<file path="src/rtl/lcr_pkg.sv">
// Package: shared word indices and implemented-bit masks of the lane-control bank.
// Assumes a word-indexed bus; the half width is fixed at 16 by the masked-write scheme.
package lcr_pkg;
    localparam int HALF_W   = 16;
    localparam int WORD_W   = 2 * HALF_W;
    localparam int IDX_LANE = 0;
    localparam int IDX_TURN = 1;
    localparam int IDX_TEST = 2;
    localparam int IDX_STAT = 3;
    localparam int N_STORED = 3;
    localparam logic [HALF_W-1:0] IMPL_LANE = 16'hFFFF;
    localparam logic [HALF_W-1:0] IMPL_TURN = 16'h0C0F;
    localparam logic [HALF_W-1:0] IMPL_TEST = 16'h07FF;
    localparam int STAT_W   = 8;
endpackage

</file>
<file path="src/rtl/lcr_masked_reg.sv">
// Module: one 16-bit register with per-bit write enables taken from the upper
// half of the write word. Bits clear in IMPL are never set and read as zero.
// Assumes the caller asserts sel_we only for a write addressed to this register.
module lcr_masked_reg
    import lcr_pkg::*;
#(
    parameter logic [HALF_W-1:0] IMPL = '1
) (
    input  logic              clk,
    input  logic              rst_n,
    input  logic              sel_we,
    input  logic [WORD_W-1:0] wdata,
    output logic [HALF_W-1:0] q
);
    for (genvar i = 0; i < HALF_W; i++) begin : g_bit
        // Purpose: hold one bit, loading it only when its enable bit is set.
        always_ff @(posedge clk) begin
            if (!rst_n)
                q[i] <= 1'b0;
            else if (sel_we && wdata[HALF_W+i])
                q[i] <= wdata[i] & IMPL[i];
        end

        // a bit whose enable is clear keeps its value across the write.
        assert_bit_kept_R1: assert property (@(posedge clk) disable iff (!rst_n)
            (sel_we && !wdata[HALF_W+i]) |=> $stable(q[i]));
    end

    // an all-zero mask leaves the whole register unchanged.
    assert_zero_mask_R10: assert property (@(posedge clk) disable iff (!rst_n)
        (sel_we && wdata[WORD_W-1:HALF_W] == '0) |=> $stable(q));

    // with no write selected the register holds.
    assert_idle_hold_R9: assert property (@(posedge clk) disable iff (!rst_n)
        !sel_we |=> $stable(q));
endmodule

</file>
<file path="src/rtl/lcr_readmux.sv">
// Module: combinational read selection over the stored registers and the
// status word. Assumes unmapped indices return zero.
module lcr_readmux
    import lcr_pkg::*;
#(
    parameter int ADDR_W = 4
) (
    input  logic [ADDR_W-1:0] addr,
    input  logic [HALF_W-1:0] r_lane,
    input  logic [HALF_W-1:0] r_turn,
    input  logic [HALF_W-1:0] r_test,
    input  logic [STAT_W-1:0] stat,
    output logic [WORD_W-1:0] rdata
);
    // Purpose: pick the addressed word, zero-extended to the bus width.
    always_comb begin
        rdata = '0;
        if (addr == ADDR_W'(IDX_LANE))
            rdata[HALF_W-1:0] = r_lane;
        else if (addr == ADDR_W'(IDX_TURN))
            rdata[HALF_W-1:0] = r_turn;
        else if (addr == ADDR_W'(IDX_TEST))
            rdata[HALF_W-1:0] = r_test;
        else if (addr == ADDR_W'(IDX_STAT))
            rdata[STAT_W-1:0] = stat;
    end
endmodule

</file>
<file path="src/rtl/lanectl_regbank.sv">
// Module: top of the lane-control register bank. Decodes writes to three
// masked registers, fans their fields out and registers the read data.
// Assumes one bus access per cycle and a synchronous active-low reset.
module lanectl_regbank
    import lcr_pkg::*;
#(
    parameter int ADDR_W = 4
) (
    input  logic              clk,
    input  logic              rst_n,
    input  logic              bus_wr,
    input  logic [ADDR_W-1:0] bus_addr,
    input  logic [31:0]       bus_wdata,
    output logic [31:0]       bus_rdata,
    input  logic [7:0]        test_dout,
    output logic [3:0]        lane_en,
    output logic [3:0]        force_rx,
    output logic [3:0]        force_stop,
    output logic [3:0]        turn_dis,
    output logic [3:0]        turn_req,
    output logic [1:0]        clk_inv,
    output logic [7:0]        test_din,
    output logic              test_en,
    output logic              test_clk,
    output logic              test_clr
);
    localparam logic [HALF_W-1:0] IMPL_TAB [N_STORED] = '{IMPL_LANE, IMPL_TURN, IMPL_TEST};

    logic [N_STORED-1:0] we;
    logic [HALF_W-1:0]   regs [N_STORED];
    logic [WORD_W-1:0]   rd_next;

    for (genvar k = 0; k < N_STORED; k++) begin : g_reg
        // Purpose: decode a write to stored register k.
        assign we[k] = bus_wr && (bus_addr == ADDR_W'(k));

        lcr_masked_reg #(.IMPL(IMPL_TAB[k])) u_reg (
            .clk   (clk),
            .rst_n (rst_n),
            .sel_we(we[k]),
            .wdata (bus_wdata),
            .q     (regs[k])
        );
    end

    // Purpose: fan the stored fields out to the PHY controls.
    assign lane_en    = regs[IDX_LANE][3:0];
    assign force_rx   = regs[IDX_LANE][7:4];
    assign force_stop = regs[IDX_LANE][11:8];
    assign turn_dis   = regs[IDX_LANE][15:12];
    assign turn_req   = regs[IDX_TURN][3:0];
    assign clk_inv    = regs[IDX_TURN][11:10];
    assign test_din   = regs[IDX_TEST][7:0];
    assign test_en    = regs[IDX_TEST][8];
    assign test_clk   = regs[IDX_TEST][9];
    assign test_clr   = regs[IDX_TEST][10];

    lcr_readmux #(.ADDR_W(ADDR_W)) u_rmux (
        .addr  (bus_addr),
        .r_lane(regs[IDX_LANE]),
        .r_turn(regs[IDX_TURN]),
        .r_test(regs[IDX_TEST]),
        .stat  (test_dout),
        .rdata (rd_next)
    );

    // Purpose: register the read data one cycle after the address.
    always_ff @(posedge clk) begin
        if (!rst_n)
            bus_rdata <= '0;
        else
            bus_rdata <= rd_next;
    end

    // a status read returns the previous cycle's test data-out.
    assert_status_read_R6: assert property (@(posedge clk) disable iff (!rst_n)
        (bus_addr == ADDR_W'(IDX_STAT)) |=> (bus_rdata == {24'h0, $past(test_dout)}));

    // the upper read half never carries data.
    assert_upper_zero_R7: assert property (@(posedge clk) disable iff (!rst_n)
        bus_rdata[31:16] == 16'h0);

    // a write to an unmapped or read-only index leaves every field output stable.
    assert_unmapped_write_R9: assert property (@(posedge clk) disable iff (!rst_n)
        (bus_wr && bus_addr >= ADDR_W'(IDX_STAT))
        |=> $stable({lane_en, force_rx, force_stop, turn_dis, turn_req, clk_inv,
                     test_din, test_en, test_clk, test_clr}));
endmodule

</file>
<file path="config.mk">
export PLATFORM = sky130hd
export DESIGN_NAME = lanectl_regbank
export DESIGN_NICKNAME = d
export VERILOG_FILES = /design/src/rtl/lcr_pkg.sv /design/src/rtl/lcr_masked_reg.sv /design/src/rtl/lcr_readmux.sv /design/src/rtl/lanectl_regbank.sv
export SDC_FILE = /design/constraint.sdc
export NUM_CORES = 1
export LEC_CHECK = 0
export BUFFER_PORTS_ARGS = -buffer_cell sky130_fd_sc_hd__buf_4
export CAP_MARGIN = 40
export CORE_MARGIN = 3
export CORE_UTILIZATION = 50
export DETAILED_ROUTE_END_ITERATION = 7
export GPL_TIMING_DRIVEN = 0
export PLACE_DENSITY = 0.91
export REMOVE_ABC_BUFFERS = 1
export SLEW_MARGIN = 20
export SYNTH_ARGS = -nofsm -noshare
export SYNTH_HDL_FRONTEND = slang
export SYNTH_SLANG_ARGS = --single-unit
</file>
<file path="constraint.sdc">
create_clock -name clk -period 2.19 [get_ports clk]
set_input_delay 0.1095 -clock clk [delete_from_list [all_inputs] [get_ports clk]]
set_output_delay 0.1095 -clock clk [all_outputs]
set_load 0.05 [all_outputs]
</file>
* After elaboration in Yosys (flattened, before gate mapping)
Index checks and enable logic that the tools add are counted.
** Operators by class
- Equality and inequality tests :: 3
- Muxes and demuxes :: 5
- Reduce and logical (&&, ||, !) cells :: 37
** Operator list (count)
- $logic_and 1x1->1 :: 36
- $mux 16 :: 2
- $mux 8 :: 2
- $eq 4x2->1 const B :: 2
- $eq 4x1->1 const B :: 1
- $logic_not 4->1 :: 1
- $mux 3 :: 1
** Word-level totals
- Flip-flop bits (word level) :: 65

* Depth between registers and ports, before layout
- Depth after elaboration :: 5
- Mapped depth :: 6
- Depth with buffers taken out :: 3

* Modules after synthesis
A second synthesis with hierarchy kept.
** Second synthesis, totals
- Cells, all modules :: 347
- Area total of the unflattened synthesis :: 3185.6 um2
** Modules (own cells, without submodules)
- lanectl_regbank :: instances 1, cells an instance 71, area an instance 932.1 um2, seq. area each 640.6 um2
- lcr_masked_reg (g_reg[0].u_reg) :: instances 1, cells an instance 85, area an instance 750.7 um2, seq. area each 320.3 um2
- lcr_readmux :: instances 1, cells an instance 85, area an instance 639.4 um2, seq. area each 0.0 um2
- lcr_masked_reg (g_reg[2].u_reg) :: instances 1, cells an instance 64, area an instance 525.5 um2, seq. area each 220.2 um2
- lcr_masked_reg (g_reg[1].u_reg) :: instances 1, cells an instance 42, area an instance 337.8 um2, seq. area each 120.1 um2

* Worst setup path after synthesis
No wires, ideal clock.
- Path kind :: input to register
- From :: in bus_addr[1]
- To :: reg g_reg[0].u_reg.q[10]
- Library setup time :: 72 ps
- Data arrival time :: 1274 ps
- Slack :: 844 ps
- Stages on the path :: 5
- Buffers on the path :: 2
- Cells stage by stage :: or4b_1 > buf_2 > buf_6 > nor3b_2 > mux2i_1
** Between the ends
- Longest elaborated chain between the ends :: 3
** Ends and longest elaborated chain
- from (decl) :: RTL line lanectl_regbank.sv:12 : input logic [ADDR_W-1:0] bus_addr,
- $logic_not 4->1 :: RTL line lanectl_regbank.sv:35 : assign we[k] = bus_wr && (bus_addr == ADDR_W'(k));
- $logic_and 1x1->1 :: RTL line lanectl_regbank.sv:35
- $logic_and 1x1->1 :: RTL line lcr_masked_reg.sv:20 : else if (sel_we && wdata[HALF_W+i])
- to (signal, indexed assignment) :: RTL line lcr_masked_reg.sv:21 : q[i] <= wdata[i] & IMPL[i];
- to (decl) :: RTL line lcr_masked_reg.sv:13 : output logic [HALF_W-1:0] q
No other way between the ends.
A chain may end at the register's enable or synchronous reset.

* Final worst setup path
- From :: in bus_addr[1]
- To :: reg g_reg[0].u_reg.q[0]
Same word-level chain as after synthesis.

==> run_results.csv <==
group,metric,value,unit
die,core_area,4410,um^2
sta,final-max-slew-violation-count,0,
pwr,p_int,1370,uW
yosys,avgSynthCellArea,9.43,um^2
yosys,synth-compound-area-share,2.69,%
clocking,clockRootBuffer,"clkbuf_8",
sta,setup_viol,0,
clocking,clockBufferDepth,2,
clocking,clk_latency,290,ps
clocking,cts_tree,"done",
clocking,htree_levels,2,
die,die_y,74.2,um
die,row_count,24,
worst_setup_path,crit_type,"in2reg",
detailed_routing,via_count,1992,
final_layout,instances_no_fill,387,
pwr,p_leak,0.00142,uW
worst_setup_path,required,2410,ps
worst_setup_path,startpoint_type,"primary input",
flow_run,max_cap_viol_count,0,
worst_setup_path,cp.arrival,1820,ps
worst_setup_path,path_delay_family,"simple AND/OR/NAND/NOR gates",
detailed_routing,ant_nets,0,
yosys,yosys-top-cells-count,"dfxtp_1 (49), nand2_1 (49), mux2i_1 (42), nand3_1 (21), buf_4 (16)",
grt,grt_max_degree,51,
yosys,synth.area.mux_share,20.5,%
final_layout,nFillCells,347,
pwr,power_frac_comb,14.6,%
final_layout,area_delta_synth_final,34.0,%
sta,max_slew_margin,51.6,%
worst_setup_path,end_kind,"flip-flop",
die,dieArea,5510,um^2
worst_setup_path,reg2reg_slack,1170,ps
yosys,synth.area.top_cells,"dfxtp_1 (42%), mux2i_1 (18%), nand2_1 (7.9%)",
worst_setup_path,crit_fanout,23,
pwr,clkPwrFrac,36.1,%
yosys,synthSimpleGateAreaFrac,25.9,%
final_layout,insertedDiodeCount,0,
pwr,power,1830,uW
sta,timing.final.crit_share,72.8,%
yosys,ys_warn_count,0,
final_layout,fin_util,70.7,%
detailed_routing,post_drt_wl_per_cell,14.5,um
yosys,yosysUniqueCellTypes,29,
sta,max_freq,627,MHz
placed_design,gp_congestion,0.757,
yosys,synth_top_family_by_area,"simple AND/OR/NAND/NOR gates",
yosys,yosysSeqAreaShare,42.1,%
grt,grt_pass1_vias,1845,
clocking,numCtsBuffers,5,
clocking,cts_resized,0,
clocking,cts.clk_slew.worst_paths,90,ps
clocking,cts_setup_buffers,0,
detailed_routing,dr.pass1.iters,4,
yosys,ys_async_sr_fraction,0,%
placed_design,io_buffer_count,95,
pwr,p_per_area,587,nW/um^2
detailed_routing,drc,0,
detailed_routing,wl,5630,um
die,chipWidth,74.2,um
yosys,synth_fa_ha_area_share,0,%
hold_path,hold_path.class,"in2reg",
sta,finClkSkew,5.63,ps
grt,antenna_found_initial,0,
yosys,synth_top_cell_by_area,"dfxtp_1",
sta,worst_pin_slew,724,ps
worst_setup_path,slowest_delay,790,ps
sta,hold_viol_final,0,
yosys,synth_ff_type,"dfxtp_1",
final_layout,fin_nets,381,
detailed_routing,detail_route.vias_per_cell,5.15,
pwr,power.share.switching,25.4,%
die,io_pins,112,
worst_setup_path,crit_chain,"buf_4, or4b_1, buf_6, nor3b_1, mux2i_1",
die,initial_core_util,52.7,%
sta,setup_tns,0,ps
sta,finalCriticalPeriod,1590,ps
grt,grt_use_total,20.4,%
yosys,synth_xor_area_share,0,%
grt,grt_overflow,0,
grt,grt_pass1_wl,8850,um
clocking,clock-sinks,49,
yosys,syn_area,2330,um^2
pwr,ir_worst_vdd,0.000355,V
worst_setup_path,cp_slowest_cell,"or4b_1",
pwr,p_seq_share,49.3,%
placed_design,place_inst,378,
worst_setup_path,crit_buf_inv,2,
clocking,ctsHoldBuffers,0,
yosys,netlist.area_leader.share,42.1,%
yosys,synth.ff_latch_count,49,
yosys,syn_inst,247,
placed_design,hpwlAfterDp,3950,um
final_layout,drive_above_1_share,36.1,%
pwr,p_switching,464,uW
yosys,synth_edf_count,0,
detailed_routing,drt_iter0_drc,97,
sta,rsz0062_at_grt,"no",
status,status,"finished clean",
flip-flops by register name, indices dropped and copies added (netlist names):
register,flops
bus_rdata,16
g.u_reg.q,33
worst min-delay path, delay by kind of cell:
kind | cells | cell delay (ps)
multiplexers | 1 | 60
AND/OR/NAND/NOR | 1 | 50
buffers and inverters | 1 | 110
power by group through the flow:
stage	sequential (uW)	combinational [uW]	clock [uW]
global route	902	286	710
CTS	901	267	673
finish	901	268	661
global placement	922	259	0
floorplan	947	113	0
detailed placement	922	266	0
placed cells by master, fill, tap and decap left out, drive strengths merged, types with 2 or more instances in the layout:
cell    instances
nor2b           4
mux4            2
nand2          49
nor3            4
buf            98
nor3b          17
dfxtp          49
nand3          21
clkbuf          7
o21a            5
and2            4
nor2            5
mux2i          42
conb           16
per-layer routing:
metal  vias to the layer above  share of wire, %  global-route usage (%)
met3                         2               8.5                    4.05
li1                        980                 -                       -
met5                         -                 0                       0
met4                         0              0.34                    4.74
met2                        79                52                    37.6
met1                       931                39                    24.5
final cells by class:
type	instances	area, um^2	area share [%]
inverters	1	3.75	0.120
clock inverters	1	30.0	0.963
clock buffers	7	86.3	2.77
multi-input cells	179	1210	38.9
flip-flops and latches	49	981	31.4
repair buffers	98	739	23.7
well taps	52	65.1	2.09
final timing paths:
kind                                                        start                                end  cells after the start
worst max register to register   g_reg[0].u_reg.q[2]$_SDFFE_PN0P_            bus_rdata[2]$_SDFF_PN0_                      2
worst min-delay path                                bus_wdata[14]  g_reg[0].u_reg.q[14]$_SDFFE_PN0P_                      3
worst min register to register  g_reg[0].u_reg.q[13]$_SDFFE_PN0P_  g_reg[0].u_reg.q[13]$_SDFFE_PN0P_                      2
worst max-delay path                                  bus_addr[1]   g_reg[0].u_reg.q[0]$_SDFFE_PN0P_                      5
cells by family after synthesis:
| group | Yosys count |
|---|---|
| and+or+nand+nor | 110 |
| DFF | 49 |
| muxes | 45 |
| buffers and inverters | 34 |
| AOI/OAI and AO/OA | 8 |
| other | 1 |
per-stage QoR:
| step | area (um^2) | setup WS [ps] | hold slack (ps) |
|---|---|---|---|
| after floorplan | 2190 | 697 | 189 |
| after global placement | 2970 | 233 | 373 |
| after detailed placement | 2990 | 211 | 384 |
| after CTS | 3110 | 525 | 65.4 |
| after global routing | 3120 | 516 | 83.7 |
| final | 3120 | 596 | 72.4 |
(Power assumes the default switching activity.)
